==> src/rtl/vawg_pkg.sv <==
package vawg_pkg;

  localparam int unsigned HREF_BLANK      = 64;
  localparam int unsigned CUTOFF          = 4;
  localparam int unsigned SCALE_REF       = 720;
  localparam int unsigned HALF_REF        = 360;
  localparam int unsigned RAW_BEG         = 150;
  localparam int unsigned RAW_END         = 720;
  localparam int unsigned SLICED_BEG      = 726;
  localparam int unsigned SLICED_HALF_BEG = 662;
  localparam int unsigned SLICED_END      = 790;
  localparam int unsigned MIN_LINE        = 72;

  typedef enum logic [1:0] {
    MODE_VIDEO  = 2'd0,
    MODE_RAW    = 2'd1,
    MODE_SLICED = 2'd2,
    MODE_RSVD   = 2'd3
  } vmode_e;

  typedef struct packed {
    logic [31:0] dly;
    logic [31:0] beg;
    logic [31:0] fin;
    logic        en;
  } win_t;

  function automatic int unsigned ratio_of(int unsigned npix);
    return SCALE_REF / ((npix == 0) ? 1 : npix);
  endfunction

  // picture-line delay, truncating integer arithmetic
  function automatic int unsigned video_delay(int unsigned hbeg, int unsigned hlen,
                                              int unsigned npix, logic half);
    int unsigned r   = ratio_of(npix);
    int unsigned thr = half ? HALF_REF : SCALE_REF;
    int unsigned k   = half ? 2 : 1;
    if (npix < thr) return (hbeg + hlen) * r - k * hlen;
    return hbeg * r;
  endfunction

  function automatic win_t window_calc(vmode_e mode, logic half, logic vbi_en, logic free,
                                       int unsigned hbeg, int unsigned hlen, int unsigned npix,
                                       int unsigned fstart, int unsigned fend);
    win_t w;
    int unsigned k = half ? 2 : 1;
    case (mode)
      MODE_RAW: begin
        w.dly = half ? 0 : RAW_BEG;
        w.fin = half ? 0 : RAW_END;
        w.en  = vbi_en && !half;
      end
      MODE_SLICED: begin
        w.dly = half ? SLICED_HALF_BEG : SLICED_BEG;
        w.fin = SLICED_END;
        w.en  = vbi_en;
      end
      default: begin
        w.dly = video_delay(hbeg, hlen, npix, half);
        w.fin = w.dly + k * hlen;
        w.en  = 1'b1;
      end
    endcase
    w.beg = w.dly;
    if (free) begin
      w.beg = fstart;
      w.fin = fend;
      w.en  = 1'b1;
    end
    return w;
  endfunction

endpackage

==> src/rtl/vawg_line_ctr.sv <==
module vawg_line_ctr #(
  parameter int LINE_W = 11
) (
  input  logic              clk,
  input  logic              rst_n,
  input  logic [LINE_W-1:0] len_q,
  output logic [LINE_W-1:0] pos,
  output logic              pend,
  output logic              load,
  output logic              line_start
);
  // load fires once after reset and on the last clock of each line
  assign load       = pend || (pos == len_q - LINE_W'(1));
  assign line_start = !pend && (pos == '0);

  always_ff @(posedge clk) begin
    if (!rst_n) begin
      pend <= 1'b1;
      pos  <= '0;
    end else if (load) begin
      pend <= 1'b0;
      pos  <= '0;
    end else begin
      pos  <= pos + LINE_W'(1);
    end
  end
endmodule

==> src/rtl/vawg_shadow.sv <==
module vawg_shadow
  import vawg_pkg::*;
#(
  parameter int PIX_W  = 10,
  parameter int LINE_W = 11,
  parameter int DW     = 21
) (
  input  logic              clk,
  input  logic              rst_n,
  input  logic              load,
  input  logic [LINE_W-1:0] line_len,
  input  vmode_e            mode,
  input  logic              half_clk,
  input  logic              vbi_en,
  input  logic              free_mode,
  input  logic [PIX_W-1:0]  win_beg,
  input  logic [PIX_W-1:0]  win_len,
  input  logic [PIX_W-1:0]  out_pix,
  input  logic [PIX_W-1:0]  free_start,
  input  logic [PIX_W-1:0]  free_end,
  output logic [LINE_W-1:0] len_q,
  output logic [DW-1:0]     dly_q,
  output logic [DW-1:0]     beg_q,
  output logic [DW-1:0]     fin_q,
  output logic              en_q,
  output vmode_e            mode_q,
  output logic              vbi_en_q,
  output logic              free_q
);
  localparam logic [LINE_W-1:0] LEN_MIN = LINE_W'(MIN_LINE);

  win_t              w;
  logic [LINE_W-1:0] len_c;

  always_comb begin
    w = window_calc(mode, half_clk, vbi_en, free_mode,
                    32'(win_beg), 32'(win_len), 32'(out_pix),
                    32'(free_start), 32'(free_end));
    len_c = (line_len < LEN_MIN) ? LEN_MIN : line_len;
  end

  always_ff @(posedge clk) begin
    if (!rst_n) begin
      len_q    <= LEN_MIN;
      dly_q    <= '0;
      beg_q    <= '0;
      fin_q    <= '0;
      en_q     <= 1'b0;
      mode_q   <= MODE_VIDEO;
      vbi_en_q <= 1'b0;
      free_q   <= 1'b0;
    end else if (load) begin
      len_q    <= len_c;
      dly_q    <= DW'(w.dly);
      beg_q    <= DW'(w.beg);
      fin_q    <= DW'(w.fin);
      en_q     <= w.en;
      mode_q   <= mode;
      vbi_en_q <= vbi_en;
      free_q   <= free_mode;
    end
  end
endmodule

==> src/rtl/vawg_gate.sv <==
module vawg_gate
  import vawg_pkg::*;
#(
  parameter int LINE_W = 11,
  parameter int DW     = 21
) (
  input  logic [LINE_W-1:0] pos,
  input  logic              pend,
  input  logic [LINE_W-1:0] len_q,
  input  logic [DW-1:0]     beg_q,
  input  logic [DW-1:0]     fin_q,
  input  logic              en_q,
  output logic              href,
  output logic              vact
);
  logic in_win;
  logic before_cut;

  always_comb begin
    in_win     = (32'(pos) >= 32'(beg_q)) && (32'(pos) < 32'(fin_q));
    before_cut = (32'(pos) + CUTOFF) < 32'(len_q);
    href       = !pend && (32'(pos) >= HREF_BLANK);
    vact       = !pend && en_q && in_win && before_cut;
  end
endmodule

==> src/rtl/vact_window_gen.sv <==
module vact_window_gen
  import vawg_pkg::*;
#(
  parameter  int PIX_W  = 10,
  parameter  int LINE_W = 11,
  localparam int DW     = PIX_W + 11
) (
  input  logic              clk,
  input  logic              rst_n,
  input  logic [LINE_W-1:0] line_len,
  input  logic [1:0]        mode,
  input  logic              half_clk,
  input  logic              vbi_en,
  input  logic              free_mode,
  input  logic [PIX_W-1:0]  win_beg,
  input  logic [PIX_W-1:0]  win_len,
  input  logic [PIX_W-1:0]  out_pix,
  input  logic [PIX_W-1:0]  free_start,
  input  logic [PIX_W-1:0]  free_end,
  output logic              href,
  output logic              vact,
  output logic [DW-1:0]     data_delay
);
  logic [LINE_W-1:0] pos;
  logic              pend;
  logic              load;
  logic              line_start;
  logic [LINE_W-1:0] len_q;
  logic [DW-1:0]     dly_q;
  logic [DW-1:0]     beg_q;
  logic [DW-1:0]     fin_q;
  logic              en_q;
  vmode_e            mode_q;
  logic              vbi_en_q;
  logic              free_q;

  vawg_line_ctr #(.LINE_W(LINE_W)) ctr_i (
    .clk(clk), .rst_n(rst_n), .len_q(len_q),
    .pos(pos), .pend(pend), .load(load), .line_start(line_start)
  );

  vawg_shadow #(.PIX_W(PIX_W), .LINE_W(LINE_W), .DW(DW)) shd_i (
    .clk(clk), .rst_n(rst_n), .load(load), .line_len(line_len),
    .mode(vmode_e'(mode)), .half_clk(half_clk), .vbi_en(vbi_en), .free_mode(free_mode),
    .win_beg(win_beg), .win_len(win_len), .out_pix(out_pix),
    .free_start(free_start), .free_end(free_end),
    .len_q(len_q), .dly_q(dly_q), .beg_q(beg_q), .fin_q(fin_q), .en_q(en_q),
    .mode_q(mode_q), .vbi_en_q(vbi_en_q), .free_q(free_q)
  );

  vawg_gate #(.LINE_W(LINE_W), .DW(DW)) gate_i (
    .pos(pos), .pend(pend), .len_q(len_q), .beg_q(beg_q), .fin_q(fin_q),
    .en_q(en_q), .href(href), .vact(vact)
  );

  assign data_delay = dly_q;
endmodule

==> config.mk <==
export PLATFORM = sky130hd
export DESIGN_NAME = vact_window_gen
export DESIGN_NICKNAME = d
export VERILOG_FILES = /design/src/rtl/vawg_pkg.sv /design/src/rtl/vawg_line_ctr.sv /design/src/rtl/vawg_shadow.sv /design/src/rtl/vawg_gate.sv /design/src/rtl/vact_window_gen.sv
export SDC_FILE = /design/constraint.sdc
export NUM_CORES = 1
export LEC_CHECK = 0
export BUFFER_PORTS_ARGS = -buffer_cell sky130_fd_sc_hd__buf_2
export CAP_MARGIN = 15
export CELL_PAD_IN_SITES_DETAIL_PLACEMENT = 1
export CELL_PAD_IN_SITES_GLOBAL_PLACEMENT = 2
export CORE_MARGIN = 2
export CORE_UTILIZATION = 42
export DETAILED_ROUTE_END_ITERATION = 16
export PLACE_DENSITY_LB_ADDON = 0.1
export SLEW_MARGIN = 0
export SYNTH_ARGS = -nofsm -noshare
export SYNTH_HDL_FRONTEND = slang
export SYNTH_SLANG_ARGS = --single-unit
==> constraint.sdc <==
create_clock -name clk -period 175.2 [get_ports clk]
set_input_delay 17.52 -clock clk [delete_from_list [all_inputs] [get_ports clk]]
set_output_delay 17.52 -clock clk [all_outputs]
set_load 0.005 [all_outputs]
* Word level (Yosys, flattened, before mapping) *
Cells that the tools add are included.
W data, S select, Z words.

cells by class
  bitwise logic cells = 1
  equality and inequality tests = 3
  reduce and logical (&&, ||, !) cells = 12
  div/mod/pow operators = 1
  add/sub/neg operators = 6
  multiplexer cells = 15
  $lt $le $gt $ge = 6
  multiply operators = 3

operator list
  cell                      number
  $mux W32                  3
  $pmux W33 S2              1
  $mux W54                  1
  $pmux W21 S2              1
  $add A32 B32 Y32          1
  $div A10 B32 Y32 const A  1
  $lt A10 B32 Y1            1
  $lt A32 B11 Y1            1
  $mul A10 B32 Y32          1
  $mul A32 B10 Y32          1
  $mul A32 B32 Y32          1
  $sub A32 B32 Y32          1
  $mux W10                  3
  $ge A11 B21 Y1            1
  $lt A11 B21 Y1            1
  $add A11 B3 Y12 const B   1
  $add A10 B10 Y11          1
  $add A11 B1 Y11 const B   1
  $eq A11 B11 Y1            1
  $ge A11 B7 Y1 const B     1
  $lt A11 B7 Y1 const B     1
  $mux W11                  1
  $sub A11 B1 Y11 const B   1
  $logic_not A10 Y1         1
  11 further kinds          19

word-level totals
  word-level logic and storage cells = 54
  flip-flop bits (word level) = 87
  bits of input ports = 68
  output and inout port bits = 23

* Longest topological paths before layout *
Gate-level depths: netlist (run 1).

  word-level depth = 11
  depth in mapped cells = 487

* Modules after synthesis *
From an unflattened synthesis (run 1), not the netlist that was laid out.

second synthesis, totals
  cell total of the unflattened synthesis = 5,341
  area, all modules = 39,531.7 µm²

modules (own cells, without submodules)
  module         area an instance (µm²)  cells an instance  instances  seq. area each (µm²)
  vawg_shadow    37,494.7                5,079              1          1,581.5
  vawg_line_ctr  1,031.0                 121                1          240.2
  vawg_gate      1,006.0                 141                1          0.0

* Worst setup path before layout (run 1) *
OpenSTA, ideal clock, no wires.

  path type = input -> register
  start = input out_pix[5]
  end = register shd_i.fin_q[20]
  path slack = 73.447 ns
  data required time = 175.071 ns
  setup time = 0.129 ns
  stages = 470
  arrival time = 101.624 ns
  path buffers = 57
  cell sequence = nor4_4 a31o_1 buf_2 buf_4 clkbuf_1 nor3_1 a21oi_1 nor3_1 ha_1 a311oi_1 nor4_1 nor3_1 inv_1 ha_1 a21o_1 a211oi_1 or2_0 clkbuf_1 [... 434 more ...] nand2_1 and2_1 o21a_1 o21ai_0 nand2b_1 a21oi_1 xnor2_1 xnor2_1 xnor2_1 xnor2_1 xnor2_1 xnor2_1 xnor2_1 xnor2_1 xnor2_1 a21oi_1 xor2_1 o21ai_0

on the way
  cells in the longest elaborated chain, start to end = 11
  elaborated cells between the ends (all ways) = 15
  classes of those cells = add/sub: 2; mul: 2; div: 1; order compare: 1; mux: 8; reduce/logical: 1

RTL lines
  element                 line                   source
  start: declaration      vact_window_gen.sv:17  input logic [PIX_W-1:0] out_pix,
  $logic_not A10 Y1       vawg_pkg.sv:29         return SCALE_REF / ((npix == 0) ? 1 : npix);
  $mux W10                vawg_pkg.sv:29
  $div A10 B32 Y32        vawg_pkg.sv:29
  $mul A32 B32 Y32        vawg_pkg.sv:38         if (npix < thr) return (hbeg + hlen) * r - k * hlen;
  $sub A32 B32 Y32        vawg_pkg.sv:38
  $mux W32                vawg_pkg.sv:38
  $mux W32 (*)            vawg_pkg.sv:39         return hbeg * r;
  $mux W32 (*)            vawg_pkg.sv:47         case (mode)
  $add A32 B32 Y32 (*)    vawg_pkg.sv:60         w.fin = w.dly + k * hlen;
  $pmux W33 S2 (*)        vawg_pkg.sv:47
  $mux W54 (*)            vawg_pkg.sv:65         if (free) begin
  end signal: assignment  vawg_shadow.sv:56      fin_q <= DW'(w.fin);
  end: declaration        vawg_shadow.sv:24      output logic [DW-1:0] fin_q,

Mark *: on every way between the ends. The rest lies on a longest branch, timed or not. The select of a mux whose other input is x is not followed.
A chain may end at the register's enable or synchronous reset.

* Worst setup path after layout (run 1) *
  start = input out_pix[1]
  end = register shd_i.fin_q[20]

The elaborated chain is that of the path after synthesis.

==> metrics.txt, run 1 <==
# TYPE chip_impl_metric gauge
chip_impl_metric{name="final_layout_size_suffix_gt1_frac",unit=""} 0.08308
chip_impl_info{name="setup.worst_path.start_class",value="input pin"} 1
chip_impl_metric{name="cts_inserted_buffers",unit=""} 9
chip_impl_metric{name="synth_cell_type_count",unit=""} 142
chip_impl_metric{name="cts_htree_levels",unit=""} 3
chip_impl_metric{name="post-synth-top-area-fraction",unit=""} 0.1277
chip_impl_metric{name="insertion_delay_of_the_later_clocked_pin_in_the_worst_skew_pair",unit="ns"} 0.37
chip_impl_metric{name="synth_area_per_cell",unit="sq um"} 7.346
chip_impl_metric{name="num_rows",unit=""} 111
chip_impl_metric{name="n_antenna_cell",unit=""} 0
chip_impl_info{name="setup.worst_path.class",value="input pin to register"} 1
chip_impl_metric{name="die_y",unit="microns"} 307.6
chip_impl_metric{name="ys_warn_count",unit=""} 0
chip_impl_metric{name="number_of_antenna_violations_at_the_first_check_in_global_routing",unit=""} 0
chip_impl_metric{name="postPlaceCellArea",unit="sq um"} 40250
chip_impl_metric{name="post-cts-setup-buffers",unit=""} 0
chip_impl_metric{name="asyncSetResetFlopFracSynth",unit=""} 0
chip_impl_info{name="cp_slowest_cell",value="nand3_2"} 1
chip_impl_metric{name="area_growth",unit="%"} 5.021
chip_impl_metric{name="grt_first_pass_wirelength",unit="mm"} 216.4
chip_impl_metric{name="worst_setup_hold_path_clk_slew",unit="ns"} 0.07
chip_impl_metric{name="violation_count_after_the_first_detailed_routing_iteration",unit=""} 2121
chip_impl_metric{name="crit_required",unit="ns"} 175.42
chip_impl_info{name="netlist.top_cell.by_area",value="ha_1"} 1
chip_impl_info{name="holdCritPathClass",value="register to register"} 1
chip_impl_info{name="netlist_top_cells_area",value="ha_1 13%, fa_1 13%, xnor2_1 5.6%"} 1
chip_impl_metric{name="dp.cells",unit=""} 6404
chip_impl_info{name="post_synth_most_frequent_cells",value="498 x nand2_1, 485 x nor2_1, 452 x inv_1"} 1
chip_impl_metric{name="detail_route.wl_per_cell",unit="microns"} 21.06
chip_impl_metric{name="final_core_util",unit=""} 0.4441
chip_impl_metric{name="layout_min_cycle_time",unit="ns"} 115.62
chip_impl_metric{name="hpwlAfterDp",unit="mm"} 109.1
chip_impl_info{name="outcome",value="finished, final reports clean"} 1
chip_impl_metric{name="cts_hold_buffers",unit=""} 0
chip_impl_metric{name="slew_viol_final",unit=""} 0
chip_impl_metric{name="final-setup-viol-count",unit=""} 0
chip_impl_metric{name="worst_ep_arrival_time",unit="ns"} 115.83
chip_impl_metric{name="number_of_enable_type_register_cells_in_the_synthesized_netlist",unit=""} 0
chip_impl_metric{name="clock_skew",unit="ns"} 0.01372
chip_impl_metric{name="io_buffer_count",unit=""} 90
chip_impl_metric{name="initial_utilization",unit=""} 0.4228
chip_impl_metric{name="gr-total-overflow",unit=""} 0
chip_impl_metric{name="drt_pass1_iterations",unit=""} 5
chip_impl_metric{name="vias_per_cell",unit=""} 5.994
chip_impl_metric{name="grt_max_degree",unit=""} 65
chip_impl_metric{name="grt_usage",unit=""} 0.2821
chip_impl_metric{name="cpPeakStageDelay",unit="ns"} 0.80
chip_impl_metric{name="final.period_utilization",unit=""} 0.6599
chip_impl_metric{name="ys_seq_elements",unit=""} 87
chip_impl_metric{name="route.final.wire_length",unit="mm"} 135.3
chip_impl_info{name="worstSetupEndpointType",value="register"} 1
chip_impl_metric{name="io_pins",unit=""} 91
chip_impl_info{name="synth-main-ff-cell",value="dfxtp_1"} 1
chip_impl_metric{name="ys_seq_area_frac",unit=""} 0.04500
chip_impl_metric{name="critPathMaxFanout",unit=""} 47
chip_impl_metric{name="placeableCoreArea",unit="sq um"} 91520
chip_impl_metric{name="via_count",unit=""} 38500
chip_impl_info{name="critical-path-top-delay-family",value="compound AO/OA/AOI/OAI gates"} 1
chip_impl_metric{name="report.final.hold_viol_count",unit=""} 0
chip_impl_metric{name="fmax",unit="MHz"} 8.649
chip_impl_info{name="cts_tree",value="yes"} 1
chip_impl_info{name="cts.root.buffer_cell",value="clkbuf_16"} 1
chip_impl_metric{name="die-width",unit="microns"} 307.6
chip_impl_metric{name="max_slew.worst_pin.slew",unit="ns"} 1.187
chip_impl_metric{name="max-cap-violations",unit=""} 0
chip_impl_metric{name="finish.net_count",unit=""} 5937
chip_impl_metric{name="grt_pass1_vias",unit=""} 39260
chip_impl_metric{name="rd_place_congestion",unit=""} 0.8847
chip_impl_metric{name="cts-root-to-sink-buffers",unit=""} 2
chip_impl_metric{name="ctsResizeCount",unit=""} 0
chip_impl_info{name="rsz0062_at_grt",value="false"} 1
chip_impl_metric{name="synthCells",unit=""} 5268
chip_impl_metric{name="final_design_area_no_fill",unit="sq um"} 40640
chip_impl_metric{name="timing.setup.tns",unit="ns"} 0
chip_impl_metric{name="post-route-drc-count",unit=""} 0
chip_impl_info{name="crit_path_frequent_cell",value="o21ai_0"} 1
chip_impl_metric{name="antenna_left",unit=""} 0
chip_impl_metric{name="fin_cells",unit=""} 6422
chip_impl_metric{name="clkSinkCount",unit=""} 87
chip_impl_info{name="yosysMostFrequentCell",value="nand2_1"} 1
chip_impl_metric{name="netlist_area",unit="sq um"} 38700
chip_impl_metric{name="die_area",unit="sq um"} 94590
chip_impl_metric{name="critical_path_buf_inv_count",unit=""} 20
chip_impl_metric{name="timing.slew.headroom",unit=""} 0.2005
-- sequential cells by signal, summed over array words and instances (netlist names) --
signal,count
shd_i.beg_q,21
shd_i.dly_q,21
ctr_i.pend,1
shd_i.fin_q,21
shd_i.len_q,11
shd_i.en_q,1
ctr_i.pos,11
-- worst min-delay path: cells and delay by family (launching register included) --
kind,cells,cell delay [ns]
AOI/OAI and AO/OA,1,0.05
DFF,1,0.32
and+or+nand+nor,1,0.04
-- per-stage QoR --
stage	setup slack [ns]	hold WS [ns]
2_1_floorplan	73.45	0.4163
3_3_place_gp	63.23	0.4315
3_5_place_dp	60.10	0.4359
4_1_cts	59.98	0.4503
5_1_grt	49.56	0.4703
6_report	59.58	0.4494
-- placed cells by master, fill, tap and decap left out, types with 68 or more instances in the layout --
master,Yosys,routed
buf_2,48,90
xnor2_1,247,245
nand2b_1,121,121
o21a_1,91,91
and2_1,116,116
dfxtp_1,87,87
nor2_1,485,485
nand3_1,123,118
nor3_1,102,101
fa_1,243,243
o21ai_0,297,297
ha_1,395,395
nand2_1,498,498
a21o_1,157,157
buf_4,24,69
inv_1,452,452
xor2_1,123,123
nor2b_1,68,68
a21oi_1,389,388
-- path summary, 6_finish.rpt --
check,start,to,slack (ns),cells past startpoint
setup / recovery,out_pix[1],shd_i.fin_q[20],59.58,436
hold / removal,shd_i.dly_q[14],shd_i.dly_q[14],0.45,2
setup reg to reg,shd_i.len_q[1],shd_i.beg_q[18],170.72,10
hold reg to reg,shd_i.dly_q[14],shd_i.dly_q[14],0.45,2
-- per-layer routing --
layer	vias to the layer above	GRT usage	share of wire
met4	0	0.06217	0.021
met3	124	0.01727	0.030
met2	619	0.4928	0.48
li1	18670	-	-
met5	-	0	0
met1	19090	0.3807	0.47
-- final cells by class --
cell class | count | area (sq um)
clock inverter | 7 | 148.9
inverter | 453 | 1700
multi-input combinational | 4519 | 34360
timing repair buffer | 161 | 983.4
tap | 1186 | 1484
fill | 11570 | 50880
clock buffer | 9 | 225.2
sequential | 87 | 1742
-- logic make-up after synthesis --
family | count (synthesis) | share of synthesized area
AOI/OAI and AO/OA | 1551 | 0.2735
xor gates and xnor gates | 376 | 0.08626
adders and majority gates | 638 | 0.2534
buffers and inverters | 664 | 0.07009
DFF | 87 | 0.04500
muxes | 107 | 0.02991
other | 1 | 0.00009690
and+or+nand+nor | 1844 | 0.2418
Power of run 1 is not shown: default switching activity piles up to over one toggle a cycle in this logic, so the estimate is an artifact.
==> inputs of run 2 (changes only) <==
--- a/config.mk
+++ b/config.mk
@@ -10,7 +10,7 @@
 export CELL_PAD_IN_SITES_DETAIL_PLACEMENT = 1
 export CELL_PAD_IN_SITES_GLOBAL_PLACEMENT = 2
 export CORE_MARGIN = 2
-export CORE_UTILIZATION = 42
+export CORE_UTILIZATION = 36
 export DETAILED_ROUTE_END_ITERATION = 16
 export PLACE_DENSITY_LB_ADDON = 0.1
 export SLEW_MARGIN = 0
==> constraint.sdc (replaced) <==
create_clock -name clk -period 100.8 [get_ports clk]
set_input_delay 10.08 -clock clk [delete_from_list [all_inputs] [get_ports clk]]
set_output_delay 10.08 -clock clk [all_outputs]
set_load 0.005 [all_outputs]
==> metrics.txt, run 2 (synthesis gave the netlist of run 1 again) <==
# TYPE chip_impl_metric gauge
chip_impl_info{name="outcome",value="finished, final reports clean"} 1
chip_impl_metric{name="wl_met2",unit="mm"} 67.29
chip_impl_metric{name="cpPeakStageDelay",unit="ns"} 0.53
chip_impl_info{name="cp_slowest_cell",value="fa_1"} 1
chip_impl_metric{name="grt_pass1_vias",unit=""} 39380
chip_impl_metric{name="post-route-worst-setup-slack",unit="ns"} 7.625
chip_impl_metric{name="hpwlAfterDp",unit="mm"} 113.2
chip_impl_metric{name="finish.net_count",unit=""} 6031
chip_impl_metric{name="layout_min_cycle_time",unit="ns"} 93.18
chip_impl_metric{name="cts-root-to-sink-buffers",unit=""} 2
chip_impl_info{name="crit-reg2reg-launch",value="shd_i.len_q[0]"} 1
chip_impl_metric{name="grt_max_degree",unit=""} 62
chip_impl_metric{name="rd_place_congestion",unit=""} 0.8838
chip_impl_metric{name="grt_usage",unit=""} 0.2516
chip_impl_metric{name="clkSinkCount",unit=""} 87
chip_impl_metric{name="violation_count_after_the_first_detailed_routing_iteration",unit=""} 1703
chip_impl_metric{name="max_slew.worst_pin.slew",unit="ns"} 1.184
chip_impl_metric{name="worst_ep_arrival_time",unit="ns"} 93.41
chip_impl_metric{name="dr_wl_met3",unit="mm"} 3.316
chip_impl_info{name="setup.worst_path.start_class",value="input pin"} 1
chip_impl_metric{name="post-route-drc-count",unit=""} 0
chip_impl_metric{name="die_y",unit="microns"} 331.9
chip_impl_metric{name="dp_slack",unit="ns"} -1.754
chip_impl_metric{name="reg2regPathDepth",unit=""} 10
chip_impl_metric{name="route.final.wire_length",unit="mm"} 142.4
chip_impl_metric{name="die-width",unit="microns"} 331.9
chip_impl_info{name="cts_tree",value="yes"} 1
chip_impl_info{name="rr_endpoint",value="shd_i.beg_q[12]"} 1
chip_impl_metric{name="hold-path-cell-count",unit=""} 2
chip_impl_metric{name="via_count",unit=""} 38810
chip_impl_metric{name="report.final.hold_viol_count",unit=""} 0
chip_impl_metric{name="initial_utilization",unit=""} 0.3620
chip_impl_metric{name="n_antenna_cell",unit=""} 0
chip_impl_metric{name="detail_route.wl_per_cell",unit="microns"} 21.15
chip_impl_info{name="layout.cells.most_common",value="nand2_1"} 1
chip_impl_metric{name="critPathMaxFanout",unit=""} 42
chip_impl_metric{name="final-setup-viol-count",unit=""} 0
chip_impl_metric{name="cts_inserted_buffers",unit=""} 9
chip_impl_info{name="holdCritPathClass",value="register to register"} 1
chip_impl_info{name="cts.root.buffer_cell",value="clkbuf_16"} 1
chip_impl_metric{name="grt_first_pass_wirelength",unit="mm"} 225.4
chip_impl_metric{name="final_layout_size_suffix_gt1_frac",unit=""} 0.1103
chip_impl_metric{name="insertion_delay_of_the_later_clocked_pin_in_the_worst_skew_pair",unit="ns"} 0.37
chip_impl_metric{name="slew_viol_final",unit=""} 0
chip_impl_metric{name="num_rows",unit=""} 120
chip_impl_info{name="crit_path_frequent_cell",value="a21o_1"} 1
chip_impl_metric{name="cts_htree_levels",unit=""} 3
chip_impl_info{name="hold_path_startpoint",value="shd_i.dly_q[11]"} 1
chip_impl_metric{name="max-cap-violations",unit=""} 0
chip_impl_metric{name="area_growth",unit="%"} 8.665
chip_impl_metric{name="vias_per_cell",unit=""} 5.764
chip_impl_info{name="worstHoldEndpoint",value="shd_i.dly_q[11]"} 1
chip_impl_metric{name="gr-total-overflow",unit=""} 0
chip_impl_metric{name="fmax",unit="MHz"} 10.73
chip_impl_metric{name="die_area",unit="sq um"} 110100
chip_impl_metric{name="clock_skew",unit="ns"} 0.01340
chip_impl_metric{name="regToRegSetupSlack",unit="ns"} 96.75
chip_impl_metric{name="timing.slew.headroom",unit=""} 0.2021
chip_impl_metric{name="drt_pass1_iterations",unit=""} 5
chip_impl_metric{name="io_pins",unit=""} 91
chip_impl_info{name="final_cell_mix",value="496 x nand2_1, 483 x nor2_1, 452 x inv_1, 395 x ha_1, 377 x a21oi_1"} 1
chip_impl_info{name="top_layer",value="met5"} 1
chip_impl_metric{name="antenna_left",unit=""} 0
chip_impl_info{name="largestRegisters",value="shd_i.beg_q: 21 flops, shd_i.dly_q: 21 flops, shd_i.fin_q: 21 flops"} 1
chip_impl_metric{name="number_of_antenna_violations_at_the_first_check_in_global_routing",unit=""} 1
chip_impl_info{name="worstSetupEndpointType",value="register"} 1
chip_impl_metric{name="met1Wirelength",unit="mm"} 68.72
chip_impl_metric{name="placeableCoreArea",unit="sq um"} 106900
chip_impl_metric{name="io_buffer_count",unit=""} 90
chip_impl_info{name="setup.worst_path.class",value="input pin to register"} 1
chip_impl_metric{name="crit_required",unit="ns"} 101.03
chip_impl_metric{name="final.period_utilization",unit=""} 0.9244
chip_impl_metric{name="worst_setup_hold_path_clk_slew",unit="ns"} 0.07
-- run 2: layout make-up --
type | instances | area, sq um
multi-input cells | 4523 | 34830
fillers | 13430 | 64850
clock buffers | 9 | 225.2
well taps | 1403 | 1755
inverters | 453 | 1700
flip-flops and latches | 87 | 1742
clock inverters | 7 | 102.6
repair buffers | 251 | 1702
-- run 2: worst max-delay path: cells and delay by family --
kind / cells / cell delay [ns]
AOI/OAI and AO/OA: 217 / 40.09
xor gates and xnor gates: 10 / 1.49
adders and majority gates: 36 / 12.25
buffers and inverters: 28 / 4.55
muxes: 7 / 2.05
and+or+nand+nor: 141 / 22.64
-- run 2: worst max-delay path by stage --
stage / slack, ns / from / cells past startpoint / end
floorplan: 6.49 / out_pix[5] / 470 / shd_i.fin_q[20]
global placement: 1.56 / out_pix[5] / 429 / shd_i.fin_q[20]
detailed placement: -1.75 / out_pix[5] / 433 / shd_i.fin_q[20]
CTS: 0.12 / out_pix[5] / 434 / shd_i.fin_q[20]
global route: -0.36 / out_pix[1] / 443 / shd_i.fin_q[20]
finish: 7.62 / out_pix[6] / 439 / shd_i.fin_q[20]
-- run 2: routing by layer --
metal	up-vias	global-route usage
li1	18880	-
met1	19250	0.3475
met2	549	0.4327
met3	127	0.01302
met4	2	0.05242
met5	-	0
-- run 2: repair_timing --
item / CTS / global route
hold buffers: 0 / 0
endpoints found under the setup margin: 17 / 63
buffers inserted: 1 / 61
cloned: 2 / 2
pin swaps: 3 / 26
resized for setup: 10 / 103
-- run 2: stage by stage --
stage               hold slack (ns)  setup TNS, ns  instance area, sq um  std cells    util
floorplan                    0.4163              0                 38710       5270       -
global placement             0.4279              0                 40720       6648  0.3809
detailed placement           0.4375         -11.82                 40730       6649  0.3810
CTS                          0.4529              0                 41140       6668  0.3848
global route                 0.4824        -0.8867                 42050       6733  0.3934
finish                       0.4520              0                 42050       6733  0.3934
Power of run 2 is left out for the same reason.
==> inputs of run 3 (changes only) <==
--- a/config.mk
+++ b/config.mk
@@ -5,14 +5,15 @@
 export SDC_FILE = /design/constraint.sdc
 export NUM_CORES = 1
 export LEC_CHECK = 0
+export ABC_AREA = 1
 export BUFFER_PORTS_ARGS = -buffer_cell sky130_fd_sc_hd__buf_2
 export CAP_MARGIN = 15
 export CELL_PAD_IN_SITES_DETAIL_PLACEMENT = 1
 export CELL_PAD_IN_SITES_GLOBAL_PLACEMENT = 2
 export CORE_MARGIN = 2
-export CORE_UTILIZATION = 36
+export CORE_UTILIZATION = 34
 export DETAILED_ROUTE_END_ITERATION = 16
-export PLACE_DENSITY_LB_ADDON = 0.1
+export PLACE_DENSITY_LB_ADDON = 0.15
 export SLEW_MARGIN = 0
 export SYNTH_ARGS = -nofsm -noshare
 export SYNTH_HDL_FRONTEND = slang
==> metrics.txt, run 3 <==
# TYPE chip_impl_metric gauge
chip_impl_metric{name="number_of_enable_type_register_cells_in_the_synthesized_netlist",unit=""} 0
chip_impl_metric{name="netlist_area",unit="sq um"} 41790
chip_impl_info{name="netlist.top_cell.by_area",value="nand2_1"} 1
chip_impl_info{name="cp_slowest_cell",value="o21ai_0"} 1
chip_impl_metric{name="route.final.wire_length",unit="mm"} 159.8
chip_impl_metric{name="die-width",unit="microns"} 354.6
chip_impl_metric{name="critical_path_buf_inv_count",unit=""} 60
chip_impl_metric{name="hold-path-cell-count",unit=""} 2
chip_impl_metric{name="synth_area_per_cell",unit="sq um"} 6.376
chip_impl_metric{name="post-route-drc-count",unit=""} 0
chip_impl_info{name="critical-path-top-delay-family",value="compound AO/OA/AOI/OAI gates"} 1
chip_impl_metric{name="die_area",unit="sq um"} 125700
chip_impl_metric{name="cpPeakStageDelay",unit="ns"} 0.79
chip_impl_metric{name="layout_min_cycle_time",unit="ns"} 87.58
chip_impl_metric{name="final-setup-viol-count",unit=""} 0
chip_impl_metric{name="worst_ep_arrival_time",unit="ns"} 87.81
chip_impl_info{name="holdCritPathClass",value="register to register"} 1
chip_impl_info{name="setup.worst_path.class",value="input pin to register"} 1
chip_impl_metric{name="insertion_delay_of_the_later_clocked_pin_in_the_worst_skew_pair",unit="ns"} 0.35
chip_impl_metric{name="via_count",unit=""} 41890
chip_impl_metric{name="area_growth",unit="%"} 4.195
chip_impl_metric{name="max_slew.worst_pin.slew",unit="ns"} 0.9888
chip_impl_info{name="synth-main-ff-cell",value="dfxtp_1"} 1
chip_impl_metric{name="clock_skew",unit="ns"} 0.01055
chip_impl_info{name="post_synth_most_frequent_cells",value="1585 x nand2_1, 1073 x inv_1, 422 x nor2_1"} 1
chip_impl_metric{name="final.period_utilization",unit=""} 0.8689
chip_impl_info{name="outcome",value="finished, final reports clean"} 1
chip_impl_metric{name="die_y",unit="microns"} 354.6
chip_impl_metric{name="slew_viol_final",unit=""} 0
chip_impl_metric{name="io_pins",unit=""} 91
chip_impl_metric{name="synthCells",unit=""} 6554
chip_impl_metric{name="crit_required",unit="ns"} 101.02
chip_impl_metric{name="placeableCoreArea",unit="sq um"} 121900
chip_impl_metric{name="ys_seq_area_frac",unit=""} 0.04168
chip_impl_metric{name="hpwlAfterDp",unit="mm"} 135.4
chip_impl_metric{name="max-cap-violations",unit=""} 0
chip_impl_metric{name="timing.slew.headroom",unit=""} 0.3338
chip_impl_info{name="largestRegisters",value="shd_i.beg_q: 21 flops, shd_i.dly_q: 21 flops, shd_i.fin_q: 21 flops"} 1
chip_impl_metric{name="detail_route.wl_per_cell",unit="microns"} 19.58
chip_impl_info{name="cts_tree",value="yes"} 1
chip_impl_metric{name="ys_warn_count",unit=""} 0
chip_impl_metric{name="finish.net_count",unit=""} 7235
chip_impl_info{name="netlist_top_cells_area",value="nand2_1 14%, ha_1 12%, fa_1 12%"} 1
chip_impl_metric{name="drt_pass1_iterations",unit=""} 5
chip_impl_metric{name="post-cts-setup-buffers",unit=""} 0
chip_impl_metric{name="post-synth-top-area-fraction",unit=""} 0.1424
chip_impl_info{name="setup.worst_path.start_class",value="input pin"} 1
chip_impl_metric{name="grt_pass1_vias",unit=""} 42930
chip_impl_info{name="crit_path_frequent_cell",value="nand2_1"} 1
chip_impl_metric{name="vias_per_cell",unit=""} 5.133
chip_impl_metric{name="cts-root-to-sink-buffers",unit=""} 2
chip_impl_metric{name="number_of_antenna_violations_at_the_first_check_in_global_routing",unit=""} 6
chip_impl_metric{name="cts_inserted_buffers",unit=""} 9
chip_impl_metric{name="grt_usage",unit=""} 0.2498
chip_impl_metric{name="initial_utilization",unit=""} 0.3429
chip_impl_metric{name="reg2regPathDepth",unit=""} 15
chip_impl_metric{name="fmax",unit="MHz"} 11.42
chip_impl_metric{name="grt_first_pass_wirelength",unit="mm"} 249.3
chip_impl_metric{name="synth_cell_type_count",unit=""} 87
chip_impl_metric{name="cts_htree_levels",unit=""} 3
chip_impl_metric{name="worst_setup_hold_path_clk_slew",unit="ns"} 0.07
chip_impl_metric{name="num_rows",unit=""} 128
chip_impl_metric{name="grt_max_degree",unit=""} 50
chip_impl_info{name="rsz0062_at_grt",value="false"} 1
chip_impl_metric{name="asyncSetResetFlopFracSynth",unit=""} 0
chip_impl_metric{name="ctsResizeCount",unit=""} 0
chip_impl_metric{name="report.final.hold_viol_count",unit=""} 0
chip_impl_info{name="final_cell_mix",value="1585 x nand2_1, 1067 x inv_1, 420 x nor2_1, 395 x ha_1, 379 x nand3_1"} 1
chip_impl_info{name="cts.root.buffer_cell",value="clkbuf_16"} 1
chip_impl_info{name="layout.cells.most_common",value="nand2_1"} 1
chip_impl_metric{name="clkSinkCount",unit=""} 87
chip_impl_info{name="yosysMostFrequentCell",value="nand2_1"} 1
chip_impl_metric{name="timing.setup.tns",unit="ns"} 0
chip_impl_info{name="worstSetupEndpointType",value="register"} 1
chip_impl_metric{name="gr-total-overflow",unit=""} 0
chip_impl_metric{name="critPathMaxFanout",unit=""} 48
chip_impl_metric{name="io_buffer_count",unit=""} 90
chip_impl_metric{name="final_layout_size_suffix_gt1_frac",unit=""} 0.1264
chip_impl_metric{name="rd_place_congestion",unit=""} 0.9201
chip_impl_metric{name="violation_count_after_the_first_detailed_routing_iteration",unit=""} 2526
chip_impl_metric{name="worstSetupPathDepth",unit=""} 417
chip_impl_metric{name="ys_seq_elements",unit=""} 87
chip_impl_metric{name="cts_hold_buffers",unit=""} 0
chip_impl_metric{name="antenna_left",unit=""} 0
-- run 3: layout make-up --
class                   count  area [sq um]
flip-flops and latches     87          1742
repair buffers            119         668.1
multi-input cells        5143         34270
clock buffers               9         225.2
well taps                1625          2033
inverters                1169          4509
fillers                 16110         78340
diodes                      2         5.005
clock inverters             7         87.58
-- run 3: final timing paths --
| kind | from | endpoint | slack (ns) |
|---|---|---|---|
| worst max register to register | shd_i.len_q[0] | shd_i.dly_q[10] | 95.89 |
| worst min register to register | shd_i.dly_q[11] | shd_i.dly_q[11] | 0.45 |
| worst min-delay path | shd_i.dly_q[11] | shd_i.dly_q[11] | 0.45 |
| worst max-delay path | out_pix[2] | shd_i.fin_q[20] | 13.22 |
-- run 3: tightest hold or removal path, delay by kind of cell (launching register included) --
family,cells,cell delay [ns]
DFF,1,0.32
AOI/OAI and AO/OA,1,0.05
and+or+nand+nor,1,0.05
-- run 3: routing by layer --
layer | vias to the layer above | GRT usage | wire length, microns | share of wire
met2 | 637 | 0.4135 | 72240 | 0.45
met1 | 20270 | 0.3639 | 79780 | 0.50
met3 | 66 | 0.02195 | 6521 | 0.041
met5 | - | 0 | 20 | 0.00013
li1 | 20910 | - | - | -
met4 | 2 | 0.02017 | 1229 | 0.0077
-- run 3: kinds of logic after synthesis --
logic type	share of synthesized area
AO/OA/AOI/OAI	0.1374
XOR/XNOR	0.06896
adder cells (fa/ha/maj)	0.2347
buffers and inverters	0.1389
flip-flops	0.04168
multiplexers	0.0004791
other	0.00008974
AND/OR/NAND/NOR	0.3778
-- run 3: metrics by stage --
| stage | area, sq um | util | hold WS (ns) | std cells | setup slack [ns] |
|---|---|---|---|---|---|
| after detailed placement | 43220 | 0.3546 | 0.4425 | 8143 | 12.53 |
| after global routing | 43540 | 0.3572 | 0.4800 | 8159 | 4.054 |
| final | 43540 | 0.3573 | 0.4534 | 8161 | 13.22 |
| after CTS | 43540 | 0.3572 | 0.4611 | 8159 | 12.70 |
| after global placement | 43220 | 0.3546 | 0.4346 | 8143 | 14.78 |
| after floorplan | 41800 | - | 0.4264 | 6556 | 23.55 |
Power of run 3 is left out for the same reason.
